File: src/rtl/tbm_pkg.sv
// Package tbm_pkg
// Shared constants and the sync-shape encoding for the transmit stream
// demultiplexer. Assumes octets of eight bits and four signaling bits.
package tbm_pkg;
    localparam int OCT_BITS  = 8;
    localparam int SIG_BITS  = 4;

    typedef enum logic {
        SYNC_NARROW = 1'b0,
        SYNC_WIDE   = 1'b1
    } sync_shape_e;
endpackage

File: src/rtl/tbm_sync_det.sv
// Module tbm_sync_det
// Counts consecutive high cycles of the frame-sync input and marks the cycle
// that holds the first bit of a frame: the third high cycle for the wide
// shape, the second for the narrow one. Assumes pulses are separated by at
// least one low cycle.
module tbm_sync_det
    import tbm_pkg::*;
(
    input  logic clk,
    input  logic rst_n,
    input  logic fsync,
    input  logic sync_wide,
    output logic frame_start
);
    logic [2:0]  run_q;
    logic [2:0]  start_idx;
    sync_shape_e shape;

    assign shape       = sync_shape_e'(sync_wide);
    assign start_idx   = (shape == SYNC_WIDE) ? 3'd2 : 3'd1;
    assign frame_start = fsync && (run_q == start_idx);

    // Track how many cycles the sync input has already been high.
    always_ff @(posedge clk) begin
        if (!rst_n)            run_q <= 3'd0;
        else if (!fsync)       run_q <= 3'd0;
        else if (run_q != 3'd7) run_q <= run_q + 3'd1;
    end
endmodule

File: src/rtl/tbm_frame_pos.sv
// Module tbm_frame_pos
// Holds the bit, octet-in-group and group position of the current cycle
// within a multiplexed frame. A frame start forces the position to zero;
// a start while already locked at a non-zero position is reported as a
// misalignment. Assumes the frame is NGRP groups of payload plus filler.
module tbm_frame_pos #(
    parameter int NCH       = 4,
    parameter int SLOTS_GRP = 3,
    parameter int NGRP      = 8,
    parameter int STUFF_OCT = 8
) (
    input  logic                 clk,
    input  logic                 rst_n,
    input  logic                 frame_start,
    output logic                 active,
    output logic                 misalign_c,
    output logic [2:0]           bit_idx,
    output logic [$clog2(NCH*SLOTS_GRP+STUFF_OCT)-1:0] oct_idx,
    output logic [((NGRP > 1) ? $clog2(NGRP) : 1)-1:0] grp_idx
);
    localparam int GRP_OCT = NCH * SLOTS_GRP + STUFF_OCT;
    localparam int OCTW    = $clog2(GRP_OCT);
    localparam int GRPW    = (NGRP > 1) ? $clog2(NGRP) : 1;

    logic            locked_q;
    logic [2:0]      bit_q;
    logic [OCTW-1:0] oct_q;
    logic [GRPW-1:0] grp_q;

    assign active     = locked_q || frame_start;
    assign bit_idx    = frame_start ? 3'd0 : bit_q;
    assign oct_idx    = frame_start ? '0 : oct_q;
    assign grp_idx    = frame_start ? '0 : grp_q;
    assign misalign_c = frame_start && locked_q &&
                        ((bit_q != 3'd0) || (oct_q != '0) || (grp_q != '0));

    // Lock on the first frame start and keep the lock until reset.
    always_ff @(posedge clk) begin
        if (!rst_n)           locked_q <= 1'b0;
        else if (frame_start) locked_q <= 1'b1;
    end

    // Advance the frame position by one bit per active cycle.
    always_ff @(posedge clk) begin
        if (!rst_n) begin
            bit_q <= 3'd0;
            oct_q <= '0;
            grp_q <= '0;
        end else if (active) begin
            bit_q <= bit_idx + 3'd1;
            if (bit_idx == 3'd7) begin
                if (int'(oct_idx) == GRP_OCT - 1) begin
                    oct_q <= '0;
                    grp_q <= (int'(grp_idx) == NGRP - 1) ? '0 : grp_idx + 1'b1;
                end else begin
                    oct_q <= oct_idx + 1'b1;
                    grp_q <= grp_idx;
                end
            end else begin
                oct_q <= oct_idx;
                grp_q <= grp_idx;
            end
        end
    end
endmodule

File: src/rtl/tbm_capture.sv
// Module tbm_capture
// Shifts in payload bits MSB first and signaling bits during payload bits
// 5..8. At the last bit of a payload octet it registers octet, nibble,
// channel and slot with a one-cycle strobe. Filler octets are never
// presented. Assumes position inputs describe the current cycle's bit.
module tbm_capture #(
    parameter int NCH       = 4,
    parameter int SLOTS_GRP = 3,
    parameter int NGRP      = 8,
    parameter int STUFF_OCT = 8
) (
    input  logic                 clk,
    input  logic                 rst_n,
    input  logic                 active,
    input  logic                 misalign_c,
    input  logic [2:0]           bit_idx,
    input  logic [$clog2(NCH*SLOTS_GRP+STUFF_OCT)-1:0] oct_idx,
    input  logic [((NGRP > 1) ? $clog2(NGRP) : 1)-1:0] grp_idx,
    input  logic                 sdata,
    input  logic                 ssig,
    output logic                 out_valid,
    output logic [$clog2(NCH)-1:0] out_chan,
    output logic [$clog2(NGRP*SLOTS_GRP)-1:0] out_slot,
    output logic [7:0]           out_data,
    output logic [3:0]           out_sig,
    output logic                 misalign
);
    localparam int PAY_OCT = NCH * SLOTS_GRP;
    localparam int CHW     = $clog2(NCH);
    localparam int SLOTW   = $clog2(NGRP * SLOTS_GRP);

    logic [6:0] data_sh;
    logic [2:0] sig_sh;
    logic       is_pay;
    logic       last_bit;
    logic       sig_bit;

    assign is_pay   = int'(oct_idx) < PAY_OCT;
    assign last_bit = active && is_pay && (bit_idx == 3'd7);
    assign sig_bit  = active && is_pay && (bit_idx >= 3'd4);

    // Shift payload bits in, first bit ending up at the top.
    always_ff @(posedge clk) begin
        if (!rst_n)      data_sh <= '0;
        else if (active) data_sh <= {data_sh[5:0], sdata};
    end

    // Shift signaling bits in only while payload bits 5..8 are on the line.
    always_ff @(posedge clk) begin
        if (!rst_n)       sig_sh <= '0;
        else if (sig_bit) sig_sh <= {sig_sh[1:0], ssig};
    end

    // Present a completed payload octet with its tags for one cycle.
    always_ff @(posedge clk) begin
        if (!rst_n) begin
            out_valid <= 1'b0;
            out_chan  <= '0;
            out_slot  <= '0;
            out_data  <= '0;
            out_sig   <= '0;
        end else begin
            out_valid <= last_bit;
            if (last_bit) begin
                out_data <= {data_sh, sdata};
                out_sig  <= {sig_sh, ssig};
                out_chan <= CHW'(int'(oct_idx) % NCH);
                out_slot <= SLOTW'(int'(grp_idx) * SLOTS_GRP + int'(oct_idx) / NCH);
            end
        end
    end

    // Register the misalignment indication alongside the data outputs.
    always_ff @(posedge clk) begin
        if (!rst_n) misalign <= 1'b0;
        else        misalign <= misalign_c;
    end
endmodule

File: src/rtl/tbm_txmux_demux.sv
// Module tbm_txmux_demux
// Top of the byte-interleaved transmit stream demultiplexer: sync
// detection, frame position tracking and octet capture. Assumes the sender
// aligns the data stream to the sync pulse it provides.
module tbm_txmux_demux #(
    parameter int NCH       = 4,
    parameter int SLOTS_GRP = 3,
    parameter int NGRP      = 8,
    parameter int STUFF_OCT = 8
) (
    input  logic                              clk,
    input  logic                              rst_n,
    input  logic                              sync_wide,
    input  logic                              fsync,
    input  logic                              sdata,
    input  logic                              ssig,
    output logic                              out_valid,
    output logic [$clog2(NCH)-1:0]            out_chan,
    output logic [$clog2(NGRP*SLOTS_GRP)-1:0] out_slot,
    output logic [7:0]                        out_data,
    output logic [3:0]                        out_sig,
    output logic                              misalign
);
    localparam int OCTW = $clog2(NCH * SLOTS_GRP + STUFF_OCT);
    localparam int GRPW = (NGRP > 1) ? $clog2(NGRP) : 1;

    logic            frame_start;
    logic            active;
    logic            misalign_c;
    logic [2:0]      bit_idx;
    logic [OCTW-1:0] oct_idx;
    logic [GRPW-1:0] grp_idx;

    tbm_sync_det u_sync (
        .clk         (clk),
        .rst_n       (rst_n),
        .fsync       (fsync),
        .sync_wide   (sync_wide),
        .frame_start (frame_start)
    );

    tbm_frame_pos #(
        .NCH(NCH), .SLOTS_GRP(SLOTS_GRP), .NGRP(NGRP), .STUFF_OCT(STUFF_OCT)
    ) u_pos (
        .clk         (clk),
        .rst_n       (rst_n),
        .frame_start (frame_start),
        .active      (active),
        .misalign_c  (misalign_c),
        .bit_idx     (bit_idx),
        .oct_idx     (oct_idx),
        .grp_idx     (grp_idx)
    );

    tbm_capture #(
        .NCH(NCH), .SLOTS_GRP(SLOTS_GRP), .NGRP(NGRP), .STUFF_OCT(STUFF_OCT)
    ) u_cap (
        .clk        (clk),
        .rst_n      (rst_n),
        .active     (active),
        .misalign_c (misalign_c),
        .bit_idx    (bit_idx),
        .oct_idx    (oct_idx),
        .grp_idx    (grp_idx),
        .sdata      (sdata),
        .ssig       (ssig),
        .out_valid  (out_valid),
        .out_chan   (out_chan),
        .out_slot   (out_slot),
        .out_data   (out_data),
        .out_sig    (out_sig),
        .misalign   (misalign)
    );
endmodule

File: config.mk
export PLATFORM = sky130hd
export DESIGN_NAME = tbm_txmux_demux
export DESIGN_NICKNAME = d
export VERILOG_FILES = /design/src/rtl/tbm_pkg.sv /design/src/rtl/tbm_sync_det.sv /design/src/rtl/tbm_frame_pos.sv /design/src/rtl/tbm_capture.sv /design/src/rtl/tbm_txmux_demux.sv
export SDC_FILE = /design/constraint.sdc
export NUM_CORES = 1
export LEC_CHECK = 0
export ABC_AREA = 1
export BUFFER_PORTS_ARGS = -buffer_cell sky130_fd_sc_hd__buf_2
export CORE_MARGIN = 5
export CORE_UTILIZATION = 45
export DETAILED_ROUTE_END_ITERATION = 10
export PLACE_DENSITY_LB_ADDON = 0.15
export SLEW_MARGIN = 15
export SYNTH_ARGS = -nofsm -noshare
export SYNTH_HDL_FRONTEND = slang
export SYNTH_SLANG_ARGS = --single-unit
File: constraint.sdc
create_clock -name clk -period 2.3 [get_ports clk]
set_input_delay 0.46 -clock clk [delete_from_list [all_inputs] [get_ports clk]]
set_output_delay 0.46 -clock clk [all_outputs]
set_load 0.03 [all_outputs]
---- Yosys cells after proc, flatten, opt, wreduce, memory -nomap -nowiden ----
Index checks and enable logic that the tools add are counted.
W data, S select, Z words.
operators by class
  add/subtract/negate cells ............... 5
  multipliers ............................. 1
  order comparisons ....................... 2
  equal/unequal tests ..................... 5
  muxes and demuxes ....................... 9
  reduce and logical (&&, ||, !) cells .... 13
operators by type and width
  operator               number
  $mux W3                5
  $mux W5                3
  $add A3 B1 Y3 const B  3
  $logic_and A1 B1 Y1    6
  $reduce_bool A3 Y1     2
  $add A5 B1 Y5 const B  1
  $add A5 B4 Y5          1
  $eq A5 B5 Y1 const B   1
  $lt A5 B4 Y1 const B   1
  $mul A3 B2 Y5 const B  1
  $reduce_bool A5 Y1     1
  $eq A3 B1 Y1 const B   1
  $eq A3 B3 Y1           1
  $eq A3 B3 Y1 const B   1
  $ge A3 B3 Y1 const B   1
  $logic_or A1 B1 Y1     3
  $ne A3 B3 Y1 const B   1
  $mux W2                1
  $reduce_and A2 Y1      1
storage, ports and cells
  flip-flop bits (word level) ............. 46
  bits of input ports ..................... 6
  output and inout bits ................... 21
  word-level logic and storage cells ...... 48

---- Depth between registers and ports, before layout ----
Gate-level depths: netlist (run 1).
  depth after elaboration ................. 8
  gate-level depth with buffers ........... 17
  gate-level depth less buffers ........... 16

---- Modules after synthesis ----
Synthesis (run 1) repeated with hierarchy kept, for this count alone.
second synthesis, totals
  cells, all modules ...................... 317
  area, all modules ....................... 2336.0 um^2
modules (own cells, without submodules)
  module         instances  cells each  area an instance (um^2)  sequential area each (um^2)
  tbm_capture    1          187         1411.4                   620.6
  tbm_frame_pos  1          104         755.7                    240.2
  tbm_sync_det   1          26          168.9                    60.1

---- Worst setup path after synthesis (run 1) ----
No wires, ideal clock.
  kind .................................... input to register
  start point ............................. in sync_wide
  end point ............................... reg u_cap.out_slot[2]
  data arrival time ....................... 2.428 ns
  data required time ...................... 2.236 ns
  setup slack ............................. -0.191 ns
  cell stages on the path ................. 13
  path through ............................ inv_1 -> nand2_1 -> nand3_4 -> buf_2 -> nand2_1 -> fa_1 -> inv_1 -> ha_1 -> inv_1 -> fa_1 -> nand2_1 -> nand2_1 -> nor2_1
between the ends
  word-level cells in the longest chain between the ends .. 7
  elaborated cells on any way between the ends .. 13
RTL lines
  what                                                                   RTL line               source
  from (decl)                                                            tbm_txmux_demux.sv:13  input logic sync_wide,
  $mux W2 (*)                                                            tbm_sync_det.sv:20     assign start_idx = (shape == SYNC_WIDE) ? 3'd2 : 3'd1;
  $eq A3 B3 Y1 (*)                                                       tbm_sync_det.sv:21     assign frame_start = fsync && (run_q == start_idx);
  $logic_and A1 B1 Y1 (*)                                                tbm_sync_det.sv:21
  parallel branches: the longest is 4 deep, another holds $mul A3 B2 Y5  n/a
  to (signal assigned)                                                   tbm_capture.sv:68      out_slot <= SLOTW'(int'(grp_idx) * SLOTS_GRP + int'(oct_idx) / NCH);
  to (decl)                                                              tbm_capture.sv:23      output logic [$clog2(NGRP*SLOTS_GRP)-1:0] out_slot,
Mark *: on every way between the ends.
A chain may end at the register's enable or synchronous reset.

---- Worst setup path after layout (run 1) ----
  start point ............................. reg u_sync.run_q[1]
  end point ............................... reg u_cap.out_slot[2]
between the ends
  word-level cells in the longest chain between the ends .. 6
  elaborated cells on any way between the ends .. 12
RTL lines
  what                                                                   RTL line            source
  from (decl)                                                            tbm_sync_det.sv:15  logic [2:0] run_q;
  from (signal assigned)                                                 tbm_sync_det.sv:27  else if (run_q != 3'd7) run_q <= run_q + 3'd1;
  $eq A3 B3 Y1 (*)                                                       tbm_sync_det.sv:21
  $logic_and A1 B1 Y1 (*)                                                tbm_sync_det.sv:21
  parallel branches: the longest is 4 deep, another holds $mul A3 B2 Y5  n/a
Marked as above.

==> results.py, run 1 <==
metrics = {
    "floorplan": {
        "num_io_pins": 27,
        "die_area_um2": 6370,
        "rows": 25,
        "die-height_um": 79.8,
        "core_um2": 4720,
        "start_util_pct": 46.4,
        "die_width_um": 79.8,
    },
    "critical_path": {
        "worst_setup_path_end_kind": "register",
        "crit_fanout": 6,
        "cp.arrival_ns": 2.44,
        "endpoint": "u_cap.out_slot[2]$_SDFFE_PN0P_",
        "rr_worst_depth": 11,
        "start_kind": "register",
        "worstReg2RegEnd": "u_cap.out_slot[2]$_SDFFE_PN0P_",
        "r2r_start": "u_sync.run_q[1]$_SDFFE_PN0P_",
        "cp-startpoint": "u_sync.run_q[1]$_SDFFE_PN0P_",
        "critPathSlowestCell": "fa_2",
        "critPathRequiredTime_ns": 2.50,
        "crit_chain": "inv_2, nand2_2, nand2_2, nand3_4, nand2_1, fa_1, buf_4, fa_2, nand2_1, nand2_1, nor2_1",
        "r2r_slack_ns": 0.06,
        "crit_type": "reg2reg",
        "cpMostUsedCell": "nand2_1",
        "cp_slowest_stage_delay_ns": 0.55,
    },
    "clocking": {
        "cts_made_buffers": 5,
        "worst_skew_pair.late_latency_ns": 0.29,
        "cts_root_buf": "clkbuf_8",
        "cts.sinks": 46,
        "h-tree-depth": 2,
        "clock_path_buffers": 2,
        "clk_pin_slew_worst_paths_ns": 0.08,
        "cts_tree": "done",
        "holdBufCountCts": 0,
    },
    "job": {
        "maxCapViolCount": 0,
    },
    "synth": {
        "ys_seq_area_share_pct": 42.0,
        "synth-compound-area-share_pct": 10.4,
        "synth_ff_type": "dfxtp_1",
        "synth_simple_gate_area_share_pct": 29.5,
        "netlist_instances": 292,
        "async_reset_ff_share_pct": 0,
        "mappedNetlistNets": 312,
        "syn_area_per_cell_um2": 7.51,
        "synth_mux_area_share_pct": 0,
        "synth.distinct_cells": 29,
        "synth_xor_area_share_pct": 0.400,
        "ys_warn_count": 0,
        "synth_adder_area_share_pct": 9.02,
        "synth_area_um2": 2190,
        "synth_top_family_by_area": "simple AND/OR/NAND/NOR gates",
        "ys_ff_latch": 46,
        "synth-edff-count": 0,
    },
    "route": {
        "wl_per_cell_um": 11.2,
        "routed_via_density": 4.61,
        "drt_iter0_drc": 97,
        "wirelength_um": 4590,
        "vias": 1891,
        "drc": 0,
        "ant_nets": 0,
        "firstDrtPassIters": 6,
    },
    "power": {
        "leakagePower_nw": 1.40,
        "power_frac_comb_pct": 8.9,
        "power.internal_w": 0.00108,
        "sw_frac_of_total_pct": 25.6,
        "p_seq_share_pct": 57.6,
        "p_clk_share_pct": 33.5,
        "ir_worst_vdd_mv": 0.432,
        "p_per_area_nw_per_um2": 538,
        "switching_power_w": 0.000370,
    },
    "timing": {
        "fin_crit_ns": 2.24,
        "holdWs_ns": 0.409,
        "slew_headroom_pct": 74.0,
        "slew_viol_final": 0,
        "finalCritPeriodShare_pct": 97.4,
        "fmax_mhz": 446,
        "finalSetupViolations": 0,
        "rsz0062_at_grt": "yes",
        "worst_pin_slew_ns": 0.387,
        "finalHoldViolCount": 0,
        "skew_ns": 0.00356,
    },
    "grt": {
        "grt_util_all_layers_pct": 15.9,
        "grt_antenna_before_repair": 0,
        "grt_max_degree": 33,
        "gr-total-overflow": 0,
        "grt_pass1_wl_um": 7950,
        "grt_pass1_vias": 1833,
    },
    "placement": {
        "hpwlAfterDp_um": 3270,
        "place_congestion": 0.810,
        "post-place-cells": 397,
        "dpl-instance-area_um2": 2520,
        "numPortBuffers": 26,
    },
    "final_layout": {
        "final_nets": 362,
        "layout-drive-gt1-share_pct": 27.7,
        "fin_area_um2": 2690,
        "fin_cells": 410,
        "area_growth_pct": 22.6,
        "fillers": 450,
        "antenna_cells": 0,
        "ff_latch_area_um2": 926,
        "multi_input_area_um2": 1130,
    },
    "hold_path": {
        "hp-class": "in2reg",
        "min_from": "sdata",
    },
    "outcome": {
        "status": "finished clean",
    },
}
worst min-delay path by stage:
stage | endpoint | slack, ns | cells past startpoint
3_5_place_dp | u_cap.out_slot[4]$_SDFFE_PN0P_ | 0.47 | 2
4_1_cts | u_cap.data_sh[0]$_SDFFE_PN0N_ | 0.41 | 3
3_3_place_gp | u_cap.out_slot[2]$_SDFFE_PN0P_ | 0.46 | 2
2_1_floorplan | u_cap.out_data[7]$_SDFFE_PN0P_ | 0.46 | 2
6_report | u_cap.data_sh[0]$_SDFFE_PN0N_ | 0.41 | 3
5_1_grt | u_cap.data_sh[0]$_SDFFE_PN0N_ | 0.42 | 3
cells in the final DEF (no fill, tap or decap), types with 2 or more instances in the layout:
cell type	instances
a21oi_1	11
buf_2	26
buf_4	25
clkbuf_8	5
dfxtp_1	44
fa_1	2
ha_1	10
inv_1	28
inv_2	4
nand2_1	49
nand2_2	6
nand2_4	5
nand3_1	10
nor2_1	57
nor2_2	10
nor4_1	2
o21ai_0	11
o21ai_1	15
o31ai_1	3
area by class of cell:
type                    count  area share [%]
clock buffers               6            2.70
clock inverters             2           0.512
inverters                  34            4.84
multi-input cells         203            42.1
flip-flops and latches     46            34.5
well taps                  67            3.12
repair buffers             52            12.2
cells in the mapped netlist (3+ instances only):
cell / number / share of area [%]
buf_6: 3 / 1.5
nor2_2: 10 / 2.9
clkbuf_1: 4 / 0.68
nand2_1: 56 / 9.6
o21ai_0: 12 / 2.7
inv_1: 31 / 5.3
nor2_1: 58 / 9.9
o21ai_1: 14 / 3.2
dfxtp_1: 46 / 42
ha_1: 11 / 6.3
o31ai_1: 3 / 1.0
fa_1: 3 / 2.7
nand3_1: 10 / 2.3
a21oi_1: 11 / 2.5
power groups by stage:
stage	clock network [W]	registers, W	logic [W]
floorplan	0	0.000848	0.0000892
global placement	0	0.000852	0.000121
detailed placement	0	0.000852	0.000124
CTS	0.000499	0.000833	0.000124
global route	0.000541	0.000836	0.000148
finish	0.000485	0.000834	0.000128
through the flow:
step,utilization (%),worst slack [ns],power (W),setup TNS [ns]
6_report,56.9,0.0589,0.00145,0
5_1_grt,56.9,-0.0627,0.00153,-0.312
4_1_cts,55.4,0.0111,0.00146,0
3_5_place_dp,53.4,-0.125,0.000975,-0.632
3_3_place_gp,53.4,-0.117,0.000973,-0.453
2_1_floorplan,-,-0.0325,0.000937,-0.0567
sequential cells by signal (all words and copies together) (netlist names), 2 cells and up:
| signal | flops |
|---|---|
| u_cap.data_sh | 7 |
| u_pos.oct_q | 5 |
| u_cap.out_slot | 5 |
| u_cap.sig_sh | 3 |
| u_pos.grp_q | 3 |
| u_sync.run_q | 3 |
| u_cap.out_data | 8 |
| u_cap.out_sig | 4 |
| u_cap.out_chan | 2 |
| u_pos.bit_q | 3 |
logic make-up after synthesis:
logic type	count (synthesis)
compound gates	43
xor+xnor	1
fa+ha+maj	14
buf+inv	43
flops	46
simple gates	145
metal layers:
metal  GRT usage (%)  vias to the layer above  part of all wire [%]
met5               0                        -                     0
met4            5.07                        0                  0.68
met3            3.61                        2                   2.7
met2            26.4                       28                    48
met1            20.6                      842                    49
li1                -                     1019                     -
timing repair:
item	in CTS	in global routing
gates resized for setup	2	16
pin swaps	0	6
endpoints found under the setup margin	3	24
setup buffers	0	5
worst max-delay path: cells and delay by family (launching register included):
kind,cells,cell delay (ns)
adder cells (fa/ha/maj),2,1.05
AND/OR/NAND/NOR,7,0.53
flip-flops,1,0.36
buffers and inverters,2,0.21
(Power assumes the default switching activity.)
==> inputs of run 2 (changes only) <==
==> constraint.sdc (replaced) <==
create_clock -name clk -period 2.75 [get_ports clk]
set_input_delay 0.55 -clock clk [delete_from_list [all_inputs] [get_ports clk]]
set_output_delay 0.55 -clock clk [all_outputs]
set_load 0.03 [all_outputs]
==> run 2 against run 1 <==
  * Register-to-register slack better by 0.26 ns
  * Worst hold slack better by 0.074 ns
  * Die area stayed put
  * Final cell count is 5.6% lower
  * Critical path type unchanged
  * Largest power group unchanged
  * First-iteration DRC count is 6.2% higher
  * Global-route usage is 0.44 points lower
  * Fmax is 7.9% lower
  * Highest routed layer unchanged
  * Worst setup slack better by 0.26 ns
  * Utilization is 4.2 points lower
  * Via count is 4.5% lower
  * Clock skew is 0.0039 ns higher
  * Wire length is 3.7% lower
==> results.py, run 2 (synthesis gave the netlist of run 1 again) <==
metrics = {
    "grt": {
        "grt_pass1_wl_um": 7850,
        "grt_util_all_layers_pct": 15.5,
        "grt_max_degree": 33,
        "grt_antenna_before_repair": 0,
        "grt_pass1_vias": 1757,
        "gr-total-overflow": 0,
    },
    "power": {
        "ir_worst_vdd_mv": 0.282,
        "p_per_area_nw_per_um2": 517,
        "leakagePower_nw": 1.29,
    },
    "final_layout": {
        "multi_input_area_um2": 1080,
        "fin_cells": 387,
        "final_common_cell": "nor2_1",
        "fin_area_um2": 2490,
        "largest_reg_flops": 8,
        "ff_latch_area_um2": 921,
        "layout-drive-gt1-share_pct": 17.2,
        "final_nets": 339,
        "top_regs": "u_cap.out_data (8), u_cap.data_sh (7)",
        "fillers": 467,
        "antenna_cells": 0,
        "max_flop_register": "u_cap.out_data",
        "layout_common_cells": "58 x nor2_1, 56 x nand2_1, 46 x dfxtp_1",
        "area_growth_pct": 13.5,
    },
    "timing": {
        "finalCritPeriodShare_pct": 88.5,
        "holdWs_ns": 0.484,
        "fmax_mhz": 411,
        "fin_crit_ns": 2.43,
        "slew_viol_final": 0,
        "finalSetupViolations": 0,
        "rsz0062_at_grt": "no",
        "skew_ns": 0.00741,
        "slew_headroom_pct": 76.6,
        "finalSetupTns_ns": 0,
        "worst_pin_slew_ns": 0.350,
        "finalHoldViolCount": 0,
    },
    "hold_path": {
        "hp-class": "reg2reg",
        "min_from": "u_cap.out_slot[4]$_SDFFE_PN0P_",
    },
    "floorplan": {
        "num_io_pins": 27,
        "die_width_um": 79.8,
        "rows": 25,
        "die_area_um2": 6370,
        "die-height_um": 79.8,
        "start_util_pct": 46.4,
        "core_um2": 4720,
    },
    "clocking": {
        "clock_path_buffers": 2,
        "holdBufCountCts": 0,
        "cts.sinks": 46,
        "cts_root_buf": "clkbuf_8",
        "cts_setup_buffers": 0,
        "clk_pin_slew_worst_paths_ns": 0.09,
        "worst_skew_pair.late_latency_ns": 0.30,
        "cts_made_buffers": 5,
        "cts_tree": "done",
        "cts_resized": 0,
        "h-tree-depth": 2,
    },
    "critical_path": {
        "rr_worst_depth": 13,
        "critPathSlowestCell": "fa_1",
        "cp-startpoint": "u_sync.run_q[0]$_SDFFE_PN0P_",
        "critPathRequiredTime_ns": 2.99,
        "r2r_slack_ns": 0.32,
        "worstReg2RegEnd": "u_cap.out_slot[2]$_SDFFE_PN0P_",
        "endpoint": "u_cap.out_slot[2]$_SDFFE_PN0P_",
        "cp_slowest_stage_delay_ns": 0.56,
        "path_buf_inv": 3,
        "cp.arrival_ns": 2.68,
        "cpMostUsedCell": "nand2_1",
        "path_depth": 13,
        "crit_fanout": 13,
        "crit_chain": "inv_1, nand2_1, nand2_1, nand3_4, nand2_1, fa_1, inv_1, ha_1, inv_1, fa_1, nand2_1, nand2_1, nor2_1",
        "crit_family": "adder cells",
        "start_kind": "register",
        "r2r_start": "u_sync.run_q[0]$_SDFFE_PN0P_",
        "crit_type": "reg2reg",
        "worst_setup_path_end_kind": "register",
    },
    "route": {
        "wl_per_cell_um": 11.4,
        "ant_nets": 0,
        "firstDrtPassIters": 4,
        "drc": 0,
        "drt_iter0_drc": 103,
        "routed_via_density": 4.66,
        "vias": 1805,
        "wirelength_um": 4420,
    },
    "placement": {
        "place_congestion": 0.867,
        "numPortBuffers": 26,
        "dpl-instance-area_um2": 2380,
        "hpwlAfterDp_um": 3180,
        "post-place-cells": 379,
    },
    "outcome": {
        "status": "finished clean",
    },
    "job": {
        "maxCapViolCount": 0,
    },
}
==> run 2: changes by cell type in the layout (fill, tap and decap cells not counted), moves of 2 or more <==
| cell | previous run | this run |
|---|---|---|
| buf_4 | 25 | 2 |
| dfxtp_1 | 44 | 46 |
| inv_1 | 28 | 31 |
| inv_2 | 4 | 1 |
| nand2_1 | 49 | 56 |
| nand2_2 | 6 | 2 |
| nand2_4 | 5 | 2 |
==> run 2: worst min path at each step <==
stage / end / slack, ns / cells past startpoint
after floorplan: u_cap.out_data[7]$_SDFFE_PN0P_ / 0.46 / 2
after global placement: u_cap.out_slot[3]$_SDFFE_PN0P_ / 0.46 / 2
after detailed placement: u_cap.out_slot[4]$_SDFFE_PN0P_ / 0.47 / 2
after CTS: u_cap.out_data[0]$_SDFFE_PN0P_ / 0.49 / 3
after global routing: u_cap.out_data[0]$_SDFFE_PN0P_ / 0.51 / 3
final: u_cap.out_slot[4]$_SDFFE_PN0P_ / 0.48 / 2
==> run 2: per-stage QoR <==
| stage | power (W) | utilization (%) | worst slack [ns] |
|---|---|---|---|
| floorplan | 0.000781 | - | 0.169 |
| global route | 0.00134 | 52.7 | 0.0540 |
| global placement | 0.000804 | 50.4 | 0.136 |
| detailed placement | 0.000806 | 50.4 | 0.0777 |
| finish | 0.00129 | 52.7 | 0.317 |
| CTS | 0.00130 | 52.7 | 0.294 |
==> run 2: layout make-up <==
cell class	instances	share of cell area, %
multi-input combinational	203	43.5
sequential	46	37.0
timing repair buffer	29	6.64
inverter	34	5.23
tap	67	3.37
clock buffer	7	3.07
clock inverter	1	1.21
==> run 2: layer usage <==
metal / track usage, % / share of wire [%] / vias up
li1: - / - / 970
met1: 20.2 / 49 / 808
met2: 25.0 / 48 / 25
met3: 3.72 / 3.1 / 2
met4: 5.57 / 0.61 / 0
met5: 0 / 0 / -
==> run 2: power by group <==
part	internal, W	switching, W
Combinational	0.0000298	0.0000626
Clock	0.000272	0.000224
Sequential	0.000683	0.0000146
==> run 2: worst min-delay path: stages, from the launching register on <==
cell,delay [ns]
dfxtp_1,0.33
nor2_1,0.04
nor2_1,0.08
==> inputs of run 3 (changes only) <==
--- a/config.mk
+++ b/config.mk
@@ -14,4 +14,5 @@
 export SLEW_MARGIN = 15
 export SYNTH_ARGS = -nofsm -noshare
 export SYNTH_HDL_FRONTEND = slang
+export SYNTH_HIERARCHICAL = 1
 export SYNTH_SLANG_ARGS = --single-unit
==> run 3 against run 2 <==
  * Combinational power shrank 5.7%
  * Final area grew 9.2%
  * Via count grew 8.6%
  * Fmax shrank 3.7%
  * Wire length grew 2.8%
  * Critical path depth grew 4
  * Critical path type unchanged
  * Critical endpoint is now u_cap/out_slot[3]$_SDFFE_PN0P_
==> results.py, run 3 <==
metrics = {
    "final_layout": {
        "final_common_cell": "nand2_1",
        "layout-drive-gt1-share_pct": 20.6,
        "largest_reg_flops": 8,
        "layout_common_cells": "57 x nand2_1, 53 x nor2_1, 51 x inv_1",
        "antenna_cells": 0,
        "top_regs": "u_cap/out_data (8), u_cap/data_sh (7)",
        "fin_area_um2": 2720,
        "final_nets": 373,
        "area_growth_pct": 16.3,
        "max_flop_register": "u_cap/out_data",
    },
    "synth": {
        "netlist_instances": 317,
        "ys_ff_latch": 46,
        "syn_area_per_cell_um2": 7.37,
        "synth_area_um2": 2340,
        "yosysTopAreaCell": "dfxtp_1",
        "synth_top_area_share_pct": 39.4,
        "synth.distinct_cells": 30,
        "ys_top_cells_by_area": "dfxtp_1 39%, nand2_1 9.2%, nor2_1 9.2%",
        "async_reset_ff_share_pct": 0,
        "synth_ff_type": "dfxtp_1",
        "synth-edff-count": 0,
        "mappedNetlistNets": 336,
        "ys_seq_area_share_pct": 39.4,
        "ys_warn_count": 6,
        "ys_top_cells_by_count": "57 x nand2_1, 57 x nor2_1, 51 x inv_1",
    },
    "floorplan": {
        "rows": 26,
        "start_util_pct": 46.0,
        "die_area_um2": 6730,
        "die-height_um": 82.1,
        "core_um2": 5070,
        "num_io_pins": 27,
        "die_width_um": 82.1,
    },
    "route": {
        "vias": 1961,
        "drc": 0,
        "firstDrtPassIters": 4,
        "wl_per_cell_um": 10.7,
        "drt_iter0_drc": 70,
        "ant_nets": 0,
        "routed_via_density": 4.61,
        "wirelength_um": 4540,
    },
    "clocking": {
        "holdBufCountCts": 0,
        "clk_pin_slew_worst_paths_ns": 0.08,
        "cts_made_buffers": 5,
        "cts.sinks": 46,
        "h-tree-depth": 2,
        "cts_tree": "done",
        "clock_path_buffers": 2,
        "worst_skew_pair.late_latency_ns": 0.30,
        "cts_root_buf": "clkbuf_8",
    },
    "critical_path": {
        "crit_type": "reg2reg",
        "start_kind": "register",
        "cpMostUsedCell": "inv_1",
        "crit_chain": "inv_1, a21oi_2, nor2_4, buf_4, nor2_2, inv_1, fa_1, inv_1, ha_2, inv_1, fa_2, nand2_1, inv_1, nor2_2, nand3_1, nand2_1, nor2_1",
        "crit_family": "adder cells",
        "r2r_slack_ns": 0.22,
        "path_buf_inv": 6,
        "critPathSlowestCell": "fa_1",
        "rr_worst_depth": 17,
        "crit_fanout": 4,
        "worst_setup_path_end_kind": "register",
        "cp.arrival_ns": 2.72,
        "cp_slowest_stage_delay_ns": 0.44,
        "critPathRequiredTime_ns": 2.95,
        "path_depth": 17,
    },
    "timing": {
        "worst_pin_slew_ns": 0.460,
        "skew_ns": 0.0112,
        "fmax_mhz": 396,
        "slew_headroom_pct": 69.3,
        "finalWorstSetupSlack_ns": 0.223,
        "finalHoldViolCount": 0,
        "finalCritPeriodShare_pct": 91.9,
        "rsz0062_at_grt": "no",
        "fin_crit_ns": 2.53,
        "holdWs_ns": 0.461,
        "finalSetupViolations": 0,
        "slew_viol_final": 0,
    },
    "job": {
        "maxCapViolCount": 0,
    },
    "grt": {
        "grt_antenna_before_repair": 0,
        "grt_util_all_layers_pct": 15.3,
        "grt_pass1_vias": 1865,
        "grt_max_degree": 32,
        "gr-total-overflow": 0,
        "grt_pass1_wl_um": 8060,
    },
    "placement": {
        "post-place-ws_ns": -0.132,
        "dpl-instance-area_um2": 2580,
        "place_congestion": 0.863,
        "hpwlAfterDp_um": 3430,
        "numPortBuffers": 26,
    },
    "outcome": {
        "status": "finished clean",
    },
    "power": {
        "ir_worst_vdd_mv": 0.233,
        "leakagePower_nw": 1.30,
        "p_per_area_nw_per_um2": 468,
    },
    "hold_path": {
        "hp-class": "in2reg",
        "whs_path_depth": 3,
    },
}
==> run 3: cell types whose count changed in the layout (fill, tap and decap cells not counted), moves of 3 or more <==
cell,before,now
inv_1,31,51
nand3_1,10,27
o21ai_1,14,0
buf_4,2,14
a21oi_1,11,18
nor2_1,58,53
nor2_2,10,5
nor2_4,0,5
o31ai_1,3,0
==> run 3: logic make-up (layout without fill, tap and decap cells) <==
| family | Yosys count | in the layout | synth area share [%] |
|---|---|---|---|
| and+or+nand+nor | 161 | 161 | 32.9 |
| DFF | 46 | 46 | 39.4 |
| adders and majority gates | 13 | 13 | 7.93 |
| buffers and inverters | 62 | 100 | 11.7 |
| AOI/OAI and AO/OA | 34 | 34 | 7.71 |
| xor gates and xnor gates | 1 | 1 | 0.375 |
==> run 3: area by class of cell <==
type,count,area (um^2)
clock buffers,6,72.6
clock inverters,2,37.5
fillers,505,2360
inverters,52,195
multi-input cells,209,1170
flip-flops and latches,46,923
well taps,70,87.6
repair buffers,40,235
==> run 3: routing by layer <==
| metal | GRT usage (%) | vias to the layer above | wire [um] | part of all wire, % |
|---|---|---|---|---|
| met5 | 0 | - | 0 | 0 |
| met4 | 5.32 | 0 | 77 | 1.7 |
| met3 | 4.06 | 8 | 174 | 3.8 |
| met2 | 24.7 | 34 | 2060 | 45 |
| met1 | 19.7 | 858 | 2230 | 49 |
| li1 | - | 1061 | - | - |
==> run 3: metrics by stage <==
step | total power (W) | instances | utilization [%] | TNS, ns
floorplan | 0.000771 | 317 | - | 0
global placement | 0.000790 | 417 | 50.9 | -0.107
detailed placement | 0.000791 | 417 | 50.9 | -0.171
CTS | 0.00129 | 425 | 53.0 | 0
global route | 0.00134 | 425 | 53.6 | 0
finish | 0.00127 | 425 | 53.6 | 0
==> run 3: worst reg2reg max path: stages (launching register included) <==
cell and delay (ns):
dfxtp_2 0.36, inv_1 0.07, a21oi_2 0.19, nor2_4 0.07, buf_4 0.14, nor2_2 0.11
inv_1 0.06, fa_1 0.44, inv_1 0.07, ha_2 0.17, inv_1 0.05, fa_2 0.33
nand2_1 0.07, inv_1 0.04, nor2_2 0.07, nand3_1 0.07, nand2_1 0.08, nor2_1 0.04
==> run 3: final timing paths <==
kind	start	end
worst max-delay path	u_sync/run_q[0]$_SDFFE_PN0P_	u_cap/out_slot[3]$_SDFFE_PN0P_
worst min-delay path	ssig	u_cap/out_sig[0]$_SDFFE_PN0P_
worst max register to register	u_sync/run_q[0]$_SDFFE_PN0P_	u_cap/out_slot[3]$_SDFFE_PN0P_
worst min register to register	u_cap/sig_sh[0]$_SDFFE_PN0P_	u_cap/out_sig[1]$_SDFFE_PN0P_
==> run 3: report_power, final <==
part / total [W] / internal (W) / switching (W)
Clock: 0.000494 / 0.000271 / 0.000223
Sequential: 0.000691 / 0.000681 / 0.0000101
Combinational: 0.0000870 / 0.0000299 / 0.0000572
Total: 0.00127 / 0.000982 / 0.000290
==> run 3: repair_timing <==
| item | in CTS | in global routing |
|---|---|---|
| endpoints found under the setup margin | 0 | 2 |
| resized for setup | 0 | 10 |
| setup buffers | 0 | 0 |
